## src/rtl/defuzz_pkg.sv

```systemverilog
package defuzz_pkg;

  typedef enum logic [1:0] {
    ST_IDLE,
    ST_EVAL,
    ST_DIV,
    ST_HOLD
  } dz_state_e;

  // Fixed center of output set k: evenly spaced from a base value.
  function automatic int unsigned set_center(int unsigned k, int unsigned base,
                                             int unsigned step);
    return base + k * step;
  endfunction

endpackage

```

## src/rtl/defuzz_argmax.sv

```systemverilog
module defuzz_argmax #(
  parameter int unsigned N_SETS = 8,
  parameter int unsigned AW     = 8,
  localparam int unsigned IDX_W = $clog2(N_SETS)
) (
  input  logic [N_SETS*AW-1:0] alpha,
  output logic [IDX_W-1:0]     win_idx
);

  logic [AW-1:0] best_val;

  // Strict comparison keeps the lowest index on ties.
  always_comb begin
    win_idx  = '0;
    best_val = alpha[AW-1:0];
    for (int k = 1; k < N_SETS; k++) begin
      if (alpha[k*AW +: AW] > best_val) begin
        best_val = alpha[k*AW +: AW];
        win_idx  = IDX_W'(k);
      end
    end
  end

endmodule

```

## src/rtl/defuzz_wsum.sv

```systemverilog
module defuzz_wsum
  import defuzz_pkg::*;
#(
  parameter int unsigned N_SETS = 8,
  parameter int unsigned AW     = 8,
  parameter int unsigned CW     = 8,
  parameter int unsigned C_BASE = 16,
  parameter int unsigned C_STEP = 32,
  localparam int unsigned DEN_W = AW + $clog2(N_SETS),
  localparam int unsigned NUM_W = DEN_W + CW
) (
  input  logic [N_SETS*AW-1:0] alpha,
  output logic [NUM_W-1:0]     num,
  output logic [DEN_W-1:0]     den
);

  always_comb begin
    num = '0;
    den = '0;
    for (int k = 0; k < N_SETS; k++) begin
      den = den + DEN_W'(alpha[k*AW +: AW]);
      num = num + NUM_W'(alpha[k*AW +: AW]) *
                  NUM_W'(set_center(k, C_BASE, C_STEP));
    end
  end

endmodule

```

## src/rtl/defuzz_divider.sv

```systemverilog
module defuzz_divider #(
  parameter int unsigned NUM_W = 19,
  parameter int unsigned DEN_W = 11,
  parameter int unsigned OUT_W = 8,
  localparam int unsigned CNT_W = $clog2(NUM_W + 1)
) (
  input  logic             clk,
  input  logic             rst_n,
  input  logic             start,
  input  logic [NUM_W-1:0] dividend,
  input  logic [DEN_W-1:0] divisor,
  output logic [OUT_W-1:0] quotient,
  output logic             done
);

  logic [NUM_W-1:0] quo_q;
  logic [DEN_W-1:0] rem_q;
  logic [DEN_W-1:0] den_q;
  logic [CNT_W-1:0] cnt_q;
  logic             run_q;
  logic             done_q;

  logic [DEN_W:0]   shifted;
  logic             fits;
  logic [DEN_W-1:0] diffv;

  always_comb begin
    shifted = {rem_q, quo_q[NUM_W-1]};
    fits    = shifted >= {1'b0, den_q};
    diffv   = shifted[DEN_W-1:0] - den_q;
  end

  always_ff @(posedge clk or negedge rst_n) begin
    if (!rst_n) begin
      quo_q  <= '0;
      rem_q  <= '0;
      den_q  <= '0;
      cnt_q  <= '0;
      run_q  <= 1'b0;
      done_q <= 1'b0;
    end else if (start) begin
      quo_q  <= dividend;
      rem_q  <= '0;
      den_q  <= divisor;
      cnt_q  <= CNT_W'(NUM_W);
      run_q  <= 1'b1;
      done_q <= 1'b0;
    end else if (run_q) begin
      quo_q <= {quo_q[NUM_W-2:0], fits};
      rem_q <= fits ? diffv : shifted[DEN_W-1:0];
      cnt_q <= cnt_q - 1'b1;
      if (cnt_q == CNT_W'(1)) begin
        run_q  <= 1'b0;
        done_q <= 1'b1;
      end
    end
  end

  assign quotient = quo_q[OUT_W-1:0];
  assign done     = done_q;

endmodule

```

## src/rtl/defuzz_core.sv

```systemverilog
module defuzz_core
  import defuzz_pkg::*;
#(
  parameter int unsigned N_SETS = 8,
  parameter int unsigned AW     = 8,
  parameter int unsigned CW     = 8,
  parameter int unsigned C_BASE = 16,
  parameter int unsigned C_STEP = 32
) (
  input  logic                 clk,
  input  logic                 rst_n,
  input  logic                 mode_coa,
  input  logic [N_SETS*AW-1:0] alpha_in,
  input  logic                 in_valid,
  output logic                 in_ready,
  output logic                 out_valid,
  input  logic                 out_ready,
  output logic [CW-1:0]        crisp,
  output logic                 no_rule
);

  localparam int unsigned IDX_W = $clog2(N_SETS);
  localparam int unsigned DEN_W = AW + $clog2(N_SETS);
  localparam int unsigned NUM_W = DEN_W + CW;

  dz_state_e           state_q;
  logic [N_SETS*AW-1:0] alpha_q;
  logic                mode_q;
  logic [CW-1:0]       crisp_q;
  logic                norule_q;

  logic [IDX_W-1:0]    win_idx;
  logic [NUM_W-1:0]    num;
  logic [DEN_W-1:0]    den;
  logic [CW-1:0]       div_q;
  logic                div_done;
  logic                div_start;

  defuzz_argmax #(.N_SETS(N_SETS), .AW(AW)) u_argmax (
    .alpha   (alpha_q),
    .win_idx (win_idx)
  );

  defuzz_wsum #(
    .N_SETS(N_SETS), .AW(AW), .CW(CW), .C_BASE(C_BASE), .C_STEP(C_STEP)
  ) u_wsum (
    .alpha (alpha_q),
    .num   (num),
    .den   (den)
  );

  assign div_start = (state_q == ST_EVAL) && mode_q && (den != '0);

  defuzz_divider #(.NUM_W(NUM_W), .DEN_W(DEN_W), .OUT_W(CW)) u_div (
    .clk      (clk),
    .rst_n    (rst_n),
    .start    (div_start),
    .dividend (num),
    .divisor  (den),
    .quotient (div_q),
    .done     (div_done)
  );

  always_ff @(posedge clk or negedge rst_n) begin
    if (!rst_n) begin
      state_q  <= ST_IDLE;
      alpha_q  <= '0;
      mode_q   <= 1'b0;
      crisp_q  <= '0;
      norule_q <= 1'b0;
    end else begin
      unique case (state_q)
        ST_IDLE: begin
          if (in_valid) begin
            alpha_q  <= alpha_in;
            mode_q   <= mode_coa;
            norule_q <= 1'b0;
            state_q  <= ST_EVAL;
          end
        end
        ST_EVAL: begin
          if (den == '0) begin
            crisp_q  <= '0;
            norule_q <= 1'b1;
            state_q  <= ST_HOLD;
          end else if (!mode_q) begin
            crisp_q <= CW'(set_center(int'(win_idx), C_BASE, C_STEP));
            state_q <= ST_HOLD;
          end else begin
            state_q <= ST_DIV;
          end
        end
        ST_DIV: begin
          if (div_done) begin
            crisp_q <= div_q;
            state_q <= ST_HOLD;
          end
        end
        ST_HOLD: begin
          if (out_ready) state_q <= ST_IDLE;
        end
        default: state_q <= ST_IDLE;
      endcase
    end
  end

  assign in_ready  = (state_q == ST_IDLE);
  assign out_valid = (state_q == ST_HOLD);
  assign crisp     = crisp_q;
  assign no_rule   = norule_q;

endmodule

```

## config.mk

```make
export PLATFORM = sky130hd
export DESIGN_NAME = defuzz_core
export DESIGN_NICKNAME = d
export VERILOG_FILES = /design/src/rtl/defuzz_pkg.sv /design/src/rtl/defuzz_argmax.sv /design/src/rtl/defuzz_wsum.sv /design/src/rtl/defuzz_divider.sv /design/src/rtl/defuzz_core.sv
export SDC_FILE = /design/constraint.sdc
export NUM_CORES = 1
export LEC_CHECK = 0
export BUFFER_PORTS_ARGS = -buffer_cell sky130_fd_sc_hd__buf_2
export CAP_MARGIN = 20
export CELL_PAD_IN_SITES_DETAIL_PLACEMENT = 0
export CELL_PAD_IN_SITES_GLOBAL_PLACEMENT = 1
export CORE_ASPECT_RATIO = 0.5
export CORE_MARGIN = 3
export CORE_UTILIZATION = 54
export CTS_CLUSTER_SIZE = 25
export DETAILED_ROUTE_END_ITERATION = 7
export PLACE_DENSITY_LB_ADDON = 0.1
export RECOVER_POWER = 100
export SLEW_MARGIN = 20
export SYNTH_ARGS = -nofsm -noshare
export SYNTH_HDL_FRONTEND = slang
export SYNTH_SLANG_ARGS = --single-unit
```

## constraint.sdc

```tcl
create_clock -name clk -period 31.2 [get_ports clk]
set_clock_uncertainty 0.15 [all_clocks]
set_input_delay 4.68 -clock clk [delete_from_list [all_inputs] [get_ports clk]]
set_output_delay 4.68 -clock clk [all_outputs]
set_load 0.005 [all_outputs]
```

After elaboration in Yosys (flattened, before gate mapping)
Cells that the tools add are included.
Operators by class
  add/subtract/negate cells: 17
  $mul: 7
  div/mod/pow operators: 0
  magnitude comparators: 8
  equality and inequality tests: 9
  shift-type cells: 0
  mux-type cells: 39
  bitwise gates (word level): 0
  reduce and logical (&&, ||, !) cells: 14
Operators by type and width (number)
  adder 19 x 16 -> 19 bit: 4
  2-to-1 mux 8 bit: 9
  adder 11 x 8 -> 11 bit: 6
  greater-than comparator 8 bit: 7
  multiplier 8 x 4 -> 12 bit, second input constant: 4
  adder 19 x 15 -> 19 bit: 2
  2-to-1 mux 19 bit: 2
  2-to-1 mux 11 bit: 3
  multiplier 8 x 3 -> 11 bit, second input constant: 2
  one-hot mux 8 bit (2 select lines): 1
  adder 12 x 14 -> 15 bit: 1
  >= comparator 12 x 11 -> 1 bit: 1
  2-to-1 mux 3 bit: 4
  zero test 11 bit: 1
  2-to-1 mux 1 bit: 11
  nonzero test 11 bit: 1
  subtractor 11 bit: 1
  multiplier 8 x 2 -> 10 bit, second input constant: 1
  2-to-1 mux 2 bit: 5
  2-to-1 mux 5 bit: 2
  adder 8 x 8 -> 9 bit: 1
  AND reduction 3 bit: 3
  adder 5 x 8 -> 8 bit, first input constant: 1
  one-hot mux 2 bit (4 select lines): 1
  other kinds (12): 20
Word-level totals
  flip-flop bits (word level): 124
  bits in latches: 0
  RAM bits: 0
  memory bits (read-only): 0
  bits of input ports: 69
  output and inout port bits: 11
  memories: 0

Longest topological paths before layout
Gate-level depths: netlist (run 1).
  depth after elaboration: 18
  depth in mapped cells: 72
  gate-level depth less buffers: 68

Cells and area by module
A second synthesis (run 1) with hierarchy kept.
Unflattened totals
  cells, all modules: 1532
  area, all modules: 14961.8 µm²
By module, submodules not included
  defuzz_wsum: instances 1, cells an instance 740, area each 6901.6 µm²
  defuzz_core: instances 1, cells an instance 200, area each 3081.7 µm²
  defuzz_divider: instances 1, cells an instance 298, area each 2811.4 µm²
  defuzz_argmax: instances 1, cells an instance 294, area each 2167.1 µm²

Worst setup path before layout (run 1)
Ideal clock, no wire load.
  kind: register to register
  from: register alpha_q[1]
  to: register crisp_q[6] (netlist: crisp[6])
  data arrival time: 12.325 ns
  data required time: 30.930 ns
  path slack: 18.605 ns
  cell stages (with the launch flop): 70
  path buffers: 5
  clock period less this slack: 12.595 ns
  path through: dfrtp_1 inv_1 ha_1 nor2b_1 o211ai_1 a21o_1 a21o_2 clkbuf_1 mux2i_1 ha_1 nor2b_1 or2_2 o21ai_0 o21ai_0 nand4_2 mux2_2 ha_1 inv_1 [... 34 more ...] o21ai_0 nand2b_1 a21oi_1 o21ai_0 o21ai_0 clkbuf_1 clkbuf_1 o22ai_1 a211oi_1 ha_1 a21o_1 a21o_1 a21oi_1 o21ai_0 nand2_1 nand3_1 o21a_1 a31o_2
On the way
  longest elaborated chain between the ends: 18
RTL lines
  start: declaration: RTL line defuzz_core.sv:27  | logic [N_SETS*AW-1:0] alpha_q;
  start signal: assignment: RTL line defuzz_core.sv:75  | alpha_q <= alpha_in;
  greater-than comparator 8 bit: RTL line defuzz_argmax.sv:17  | if (alpha[k*AW +: AW] > best_val) begin
  2-to-1 mux 8 bit: RTL line defuzz_argmax.sv:17
  greater-than comparator 8 bit: RTL line defuzz_argmax.sv:17
  2-to-1 mux 8 bit: RTL line defuzz_argmax.sv:17
  greater-than comparator 8 bit: RTL line defuzz_argmax.sv:17
  2-to-1 mux 8 bit: RTL line defuzz_argmax.sv:17
  greater-than comparator 8 bit: RTL line defuzz_argmax.sv:17
  2-to-1 mux 8 bit: RTL line defuzz_argmax.sv:17
  [... 2 more ...]
  greater-than comparator 8 bit: RTL line defuzz_argmax.sv:17
  2-to-1 mux 8 bit: RTL line defuzz_argmax.sv:17
  greater-than comparator 8 bit: RTL line defuzz_argmax.sv:17
  2-to-1 mux 3 bit: RTL line defuzz_argmax.sv:17
  adder 5 x 8 -> 8 bit: RTL line defuzz_pkg.sv:13  | return base + k * step;
  2-to-1 mux 8 bit: RTL line defuzz_core.sv:86  | end else if (!mode_q) begin
  2-to-1 mux 8 bit: RTL line defuzz_core.sv:82  | if (den == '0) begin
  one-hot mux 8 bit (2 select lines): RTL line defuzz_core.sv:72  | unique case (state_q)
  end signal: assignment: RTL line defuzz_core.sv:87  | crisp_q <= CW'(set_center(int'(win_idx), C_BASE, C_STEP));
  end signal: assignment: RTL line defuzz_core.sv:95  | crisp_q <= div_q;
  end: declaration: RTL line defuzz_core.sv:29  | logic [CW-1:0] crisp_q;
Several ways; a longest one is shown, not always the timed one. The select of a mux whose other input is x is not followed.
A chain may end at the register's enable or synchronous reset.

Worst setup path after layout (run 1)
Same ends and word-level chain as after synthesis.

==> results of run 1 <==
## routing by layer
metal,GRT usage [%],up-vias,part of all wire (%)
li1,-,5295,-
met5,0,-,0
met1,38.8,5451,49
met4,5.62,0,1.3
met3,7.13,28,5.9
met2,43.3,209,43
## sequential cells by signal, indices dropped and copies added (netlist names), 2 cells and up
signal and cells:
u_div.den_q 11, alpha_q 64, u_div.rem_q 11, crisp 8
state_q 2, u_div.cnt_q 5, u_div.quo_q 19
## path summary, 6_finish.rpt
kind,start,end,slack (ps)
max in group asynchronous,rst_n,alpha_q[32],21040
hold reg to reg,crisp[0],crisp[0],320
min in group asynchronous,rst_n,u_div.rem_q[6],5100
hold / removal,crisp[0],crisp[0],320
setup reg to reg,alpha_q[1],crisp[6],15230
setup / recovery,alpha_q[1],crisp[6],15230
## logic make-up (layout without fill, tap and decap cells)
kind of cell / count (synthesis) / after routing / synth area share (%)
AO/OA/AOI/OAI: 315 / 315 / 13.8
XOR/XNOR: 82 / 82 / 4.84
adder cells (fa/ha/maj): 345 / 345 / 35.7
buffers and inverters: 256 / 339 / 6.68
flip-flops: 124 / 124 / 20.9
multiplexers: 126 / 126 / 9.48
AND/OR/NAND/NOR: 266 / 266 / 8.58
## synthesized netlist by cell type, types with 10 or more instances
| master | instances |
|---|---|
| a211oi_1 | 18 |
| a21o_1 | 30 |
| a21oi_1 | 95 |
| clkbuf_1 | 21 |
| dfrtp_1 | 124 |
| fa_1 | 131 |
| ha_1 | 214 |
| inv_1 | 226 |
| mux2_2 | 78 |
| mux2i_1 | 40 |
| nand2_1 | 76 |
| nand2b_1 | 12 |
| nand3_1 | 15 |
| nor2_1 | 80 |
| nor2b_1 | 15 |
| nor3_1 | 16 |
| nor4_1 | 10 |
| o21ai_0 | 67 |
| o21bai_1 | 35 |
| xnor2_1 | 62 |
| xor2_1 | 20 |
## through the flow
step                hold slack, ps  cell area (um^2)  std cells  setup slack (ps)  utilization [%]
global route                   347             16000       1949             14060             60.0
detailed placement             302             15600       1917             17310             58.2
global placement               294             15600       1917             17220             58.2
finish                         319             16000       1949             15230             60.0
CTS                            317             16100       1949             17170             60.2
floorplan                      301             14800       1514             18610                -
## worst max-delay path, delay by kind of cell, from the launching register on
| family | cells | cell delay [ps] |
|---|---|---|
| and+or+nand+nor | 17 | 4360 |
| DFF | 1 | 450 |
| AOI/OAI and AO/OA | 24 | 6750 |
| muxes | 4 | 1830 |
| adders and majority gates | 7 | 2070 |
| buffers and inverters | 3 | 230 |
## layout make-up
cell class | count | area (um^2) | area share (%)
Inverter | 226 | 848 | 5.29
Timing Repair Buffer | 81 | 390 | 2.43
Clock buffer | 18 | 429 | 2.68
Sequential cell | 124 | 3100 | 19.4
Tap cell | 352 | 440 | 2.75
Clock inverter | 14 | 111 | 0.694
Multi-Input combinational cell | 1134 | 10700 | 66.8
==> impl_metrics.json, run 1 <==
{
  "grt_pass1_wl_mm": 60.9,
  "routed_wl_mm": 38.7,
  "core_area_um2": 26700,
  "grt_usage_pct": 27.5,
  "synth_area_leader_cell": "dfrtp_1",
  "antenna_left": 0,
  "dieArea_um2": 29600,
  "ff2ff_path_depth": 55,
  "slowest_stage": "o21ai_0",
  "start_util_pct": 55.4,
  "cap_violations": 5,
  "synth-seq-cells": 124,
  "grt_setup_unrepaired": "false",
  "critPathKind": "flip-flop to flip-flop",
  "violations": "capacitance limit, slew limit",
  "routed_via_density": 5.64,
  "n_fill_cell": 2331,
  "cp.arrival_ps": 16150,
  "numPortBuffers": 79,
  "post_cts_buffers": 0,
  "synthFlopType": "dfrtp_1",
  "min_period_ps": 15970,
  "clk_latency_ps": 450,
  "die_x_um": 240,
  "async_reset_ff_share_pct": 100,
  "period_share_pct": 51.2,
  "overflow": 0,
  "hold_depth": 2,
  "ys_top_cells_by_area": "dfrtp_1 21%, ha_1 18%, fa_1 18%",
  "yosys_warnings": 0,
  "drc": 0,
  "slew_viol_final": 283,
  "finalSetupViolCount": 0,
  "io_pins": 80,
  "drt_iter0_drc": 615,
  "cts_tree": "done",
  "relSlewSlack_pct": -151,
  "n_antenna_cell": 0,
  "grt_pass1_vias": 11200,
  "clkTransAtPathRegs_ps": 60,
  "via_count": 11000,
  "yosysSeqAreaShare_pct": 20.9,
  "hold_buffers": 0,
  "final_common_cell": "inv_1",
  "final_cell_mix": "226 x inv_1, 214 x ha_1, 131 x fa_1",
  "synth_edf_count": 0,
  "drive_above_1_share_pct": 13.3,
  "cts_resized": 0,
  "worstMarginPinSlew_ps": 3760,
  "die_y_um": 123,
  "rows": 42,
  "wl_per_cell_um": 19.9,
  "clockBufferDepth": 2,
  "dpl.hpwl_mm": 32.0,
  "htree_levels": 4,
  "synth_cells": 1514,
  "syn2layout_area_growth_pct": 8.14,
  "synthDistinctLibCells": 75,
  "cp_max_fo": 20,
  "globalplace.congestion": 0.928,
  "grt_max_degree": 70,
  "critPathMaxStageDelay_ps": 1580,
  "nets": 1998,
  "outcome": "finished, violations left",
  "hold_viol": 0,
  "startpoint_type": "flip-flop",
  "cp_data_required_time_ps": 31380,
  "dr.pass1.iters": 5,
  "postSynthAreaPerCell_um2": 9.80,
  "syn-cell-area_um2": 14800,
  "hold_path.class": "flip-flop to flip-flop",
  "synth.top_cell.area_share_pct": 20.9,
  "grt_antenna_before_repair": 0,
  "synth_fp_nets": 1928,
  "end_kind": "flip-flop",
  "cts_made_buffers": 17,
  "ctsRootBufferMaster": "clkbuf_16",
  "clock_sinks": 124,
  "fin_tns_setup_ps": 0,
  "max_freq_ghz": 0.0626
}
Power of run 1 is not shown: default switching activity piles up to over one toggle a cycle in this logic, so the estimate is an artifact.
==> inputs of run 2 (changes only) <==
- CORE_UTILIZATION: 54 -> 50
- clock period: 31.2 -> 16.6 ns (I/O delays scaled with it)
==> impl_metrics.json, run 2 (synthesized netlist as in run 1, its figures left out) <==
{
  "worstMarginPinSlew_ps": 4020,
  "dr_wl_met2_mm": 16.8,
  "via_count": 11000,
  "cp_data_required_time_ps": 16780,
  "grt_pass1_wl_mm": 62.5,
  "drt_iter0_drc": 661,
  "hold_depth": 2,
  "dieArea_um2": 31900,
  "hold_path.class": "flip-flop to flip-flop",
  "holdPathEnd": "crisp[3]",
  "highest_layer": "met4",
  "globalplace.congestion": 0.963,
  "nets": 1998,
  "grt_usage_pct": 25.7,
  "start_util_pct": 52.1,
  "cp_max_fo": 20,
  "numPortBuffers": 79,
  "relSlewSlack_pct": -168,
  "clkTransAtPathRegs_ps": 70,
  "period_share_pct": 86.1,
  "ctsRootBufferMaster": "clkbuf_16",
  "slew_viol_final": 262,
  "hold_viol": 0,
  "grt_max_degree": 72,
  "htree_levels": 4,
  "dr_wl_met3_mm": 2.68,
  "reg_top3": "alpha_q x64, u_div.quo_q x19",
  "critPathMaxStageDelay_ps": 590,
  "die_y_um": 128,
  "fin_tns_setup_ps": 0,
  "min_period_ps": 14290,
  "syn2layout_area_growth_pct": 9.00,
  "grt_setup_unrepaired": "false",
  "outcome": "finished, violations left",
  "cts_made_buffers": 17,
  "die_x_um": 250,
  "wl_per_cell_um": 19.9,
  "largest_register": "alpha_q",
  "clockBufferDepth": 2,
  "cp.arrival_ps": 14470,
  "clk_latency_ps": 450,
  "io_pins": 80,
  "final_common_cell": "inv_1",
  "hold_buffers": 0,
  "drive_above_1_share_pct": 13.8,
  "dr.pass1.iters": 5,
  "post_cts_buffers": 0,
  "regToRegSetupSlack_ps": 2310,
  "ff2ff_path_depth": 63,
  "drc": 0,
  "r2r_end": "crisp[6]",
  "critPathKind": "flip-flop to flip-flop",
  "core_area_um2": 28500,
  "min_from": "crisp[3]",
  "rows": 43,
  "grt_pass1_vias": 11200,
  "clock_sinks": 124,
  "r2r_start": "alpha_q[1]",
  "cp_common_cell": "o21ai_0",
  "slowest_stage": "and3_1",
  "cap_violations": 4,
  "finalSetupViolCount": 0,
  "max_freq_ghz": 0.0700,
  "routed_via_density": 5.54,
  "routed_wl_mm": 39.4,
  "end_kind": "flip-flop",
  "final_cell_mix": "226 x inv_1, 214 x ha_1, 131 x fa_1",
  "met1_length_mm": 19.4,
  "n_antenna_cell": 0,
  "cts_resized": 0,
  "startpoint_type": "flip-flop",
  "antenna_left": 0,
  "cts_tree": "done",
  "violations": "capacitance limit, slew limit",
  "grt_antenna_before_repair": 0,
  "largest_reg_flops": 64,
  "dpl.hpwl_mm": 32.6,
  "overflow": 0
}
[run 2: worst max-delay path, delay by kind of cell (launching register included)]
family          cells  cell delay (ps)
mux                 4             1460
buf+inv             3              240
simple gates       18             3880
compound gates     31             6020
flops               1              460
fa+ha+maj           7             1930
[run 2: how the worst max path moves through the flow]
| stage | endpoint | from | depth (start not counted) |
|---|---|---|---|
| 2_1_floorplan | crisp[6] | alpha_q[1] | 69 |
| 3_3_place_gp | crisp[6] | alpha_q[1] | 58 |
| 3_5_place_dp | crisp[6] | alpha_q[1] | 62 |
| 4_1_cts | crisp[6] | alpha_q[1] | 61 |
| 5_1_grt | crisp[7] | alpha_q[1] | 62 |
| 6_report | crisp[6] | alpha_q[1] | 63 |
[run 2: layout make-up]
type,instances,area (um^2)
Clock buffer,18,439
Clock inverter,14,171
Timing Repair Buffer,81,395
Inverter,226,848
Tap cell,382,478
Sequential cell,124,3100
Fill cell,2498,12300
Multi-Input combinational cell,1134,10700
[run 2: layer usage]
layer | vias to the layer above | track usage, %
met2 | 266 | 39.1
met5 | - | 0
met3 | 34 | 6.10
met1 | 5374 | 37.6
met4 | 0 | 4.97
li1 | 5296 | -
[run 2: per-stage QoR]
stage | instances | setup WS [ps] | hold slack [ps] | instance area, um^2 | utilization, %
after global placement | 1947 | 2660 | 295 | 15600 | 54.8
after floorplan | 1514 | 4010 | 301 | 14800 | -
after CTS | 1979 | 2560 | 319 | 16200 | 57.0
after global routing | 1979 | 1060 | 357 | 16200 | 56.8
final | 1979 | 2310 | 315 | 16200 | 56.8
after detailed placement | 1947 | 2630 | 303 | 15600 | 54.9
Power of run 2 is left out for the same reason.
==> inputs of run 3 (changes only) <==
- ABC_AREA: default -> 1
- CAP_MARGIN: 20 -> default
- CORE_UTILIZATION: 50 -> 49
- HOLD_SLACK_MARGIN: default -> 0.1
==> impl_metrics.json, run 3 <==
{
  "yosys.cell_count.top_type": "inv_1",
  "grt_pass1_vias": 11300,
  "cap_violations": 5,
  "grt_antenna_before_repair": 0,
  "cp_data_required_time_ps": 16790,
  "dieArea_um2": 31300,
  "post_cts_buffers": 0,
  "slew_viol_final": 293,
  "min_period_ps": 10440,
  "synth_cells": 1652,
  "postSynthAreaPerCell_um2": 8.64,
  "antenna_left": 0,
  "ctsRootBufferMaster": "clkbuf_16",
  "synth_area_leader_cell": "dfrtp_1",
  "synth-seq-cells": 124,
  "start_util_pct": 50.6,
  "period_share_pct": 62.9,
  "die_x_um": 247,
  "final_common_cell": "inv_1",
  "fin_tns_setup_ps": 0,
  "drt_iter0_drc": 698,
  "htree_levels": 4,
  "syn-cell-area_um2": 14300,
  "clk_latency_ps": 450,
  "rows": 43,
  "drc": 0,
  "ys_top_cells_by_area": "dfrtp_1 22%, ha_1 19%, fa_1 18%",
  "yosys_warnings": 0,
  "hold_buffers": 0,
  "critPathMaxStageDelay_ps": 1540,
  "synthDistinctLibCells": 43,
  "cts_made_buffers": 17,
  "synthTopCellsByCount": "304 x inv_1, 214 x ha_1, 195 x nand2_1",
  "setup_ws_ps": 6160,
  "hold_path.class": "flip-flop to flip-flop",
  "outcome": "finished, violations left",
  "cts_resized": 0,
  "grt_usage_pct": 25.6,
  "worstMarginPinSlew_ps": 3870,
  "relSlewSlack_pct": -158,
  "drive_above_1_share_pct": 9.34,
  "final_cells": 2117,
  "grt_setup_unrepaired": "false",
  "grt_max_degree": 70,
  "n_antenna_cell": 0,
  "largest_register": "alpha_q",
  "yosysSeqAreaShare_pct": 21.8,
  "wl_per_cell_um": 18.0,
  "reg_top3": "alpha_q x64, u_div.quo_q x19",
  "hold_viol": 0,
  "cts_tree": "done",
  "dr.pass1.iters": 5,
  "clock_sinks": 124,
  "overflow": 0,
  "slowest_stage": "clkbuf_1",
  "grt_pass1_wl_mm": 60.9,
  "dpl.hpwl_mm": 31.4,
  "synth.top_cell.area_share_pct": 21.8,
  "syn2layout_area_growth_pct": 9.30,
  "violations": "capacitance limit, slew limit",
  "core_area_um2": 28200,
  "cp.arrival_ps": 10630,
  "max_freq_ghz": 0.0958,
  "synth_edf_count": 0,
  "place_ws_ps": 6470,
  "cp_max_fo": 54,
  "io_pins": 80,
  "routed_via_density": 5.22,
  "critPathKind": "flip-flop to flip-flop",
  "clkTransAtPathRegs_ps": 60,
  "finalSetupViolCount": 0,
  "nets": 2136,
  "globalplace.congestion": 0.937,
  "clockBufferDepth": 2,
  "via_count": 11000,
  "final_cell_mix": "304 x inv_1, 214 x ha_1, 195 x nand2_1",
  "end_kind": "flip-flop",
  "async_reset_ff_share_pct": 100,
  "numPortBuffers": 79,
  "synth_fp_nets": 2066,
  "routed_wl_mm": 38.0,
  "synthFlopType": "dfrtp_1",
  "startpoint_type": "flip-flop",
  "dp.cells": 2085,
  "die_y_um": 127,
  "largest_reg_flops": 64
}
==> run 3: logic make-up after synthesis <==
| kind of cell | share of synthesized area (%) |
|---|---|
| buf+inv | 9.06 |
| flops | 21.8 |
| xor+xnor | 5.16 |
| compound gates | 13.2 |
| mux | 1.74 |
| fa+ha+maj | 37.2 |
| simple gates | 11.9 |
==> run 3: area by class of cell <==
type | count | area, um^2
Sequential cell | 124 | 3100
Tap cell | 382 | 478
Multi-Input combinational cell | 1187 | 9870
Timing Repair Buffer | 83 | 400
Inverter | 309 | 1160
Clock inverter | 14 | 138
Clock buffer | 18 | 439
Fill cell | 2657 | 12600
==> run 3: layer usage <==
metal | vias to the layer above | GRT usage, % | wire length, um | share of wire [%]
met5 | - | 0 | 0 | 0
met4 | 0 | 7.09 | 839 | 2.2
met3 | 47 | 6.25 | 2170 | 5.7
met2 | 209 | 38.3 | 16100 | 42
met1 | 5301 | 37.0 | 18900 | 50
li1 | 5485 | - | - | -
==> run 3: per-stage QoR <==
step | area, um^2 | utilization, % | hold WS, ps
final | 15600 | 55.3 | 332
after global routing | 15600 | 55.3 | 383
after CTS | 15600 | 55.4 | 333
after detailed placement | 15100 | 53.4 | 317
after global placement | 15100 | 53.4 | 313
after floorplan | 14300 | - | 303
==> run 3: worst paths after layout <==
check / startpoint / to / slack, ps / cells after the start
worst min register to register: crisp[0] / crisp[0] / 330 / 2
min in group asynchronous: rst_n / u_div.rem_q[5] / 3040 / 1
worst max-delay path: alpha_q[1] / crisp[6] / 6160 / 29
worst max register to register: alpha_q[1] / crisp[6] / 6160 / 29
max in group asynchronous: rst_n / alpha_q[6] / 8290 / 2
worst min-delay path: crisp[0] / crisp[0] / 330 / 2
==> run 3: worst max-delay path: cells and delay by family (launching register included) <==
family | cells | cell delay, ps
xor+xnor | 2 | 550
fa+ha+maj | 6 | 2780
compound gates | 7 | 1310
simple gates | 8 | 1600
flops | 1 | 420
buf+inv | 6 | 3480
Power of run 3 is left out for the same reason.
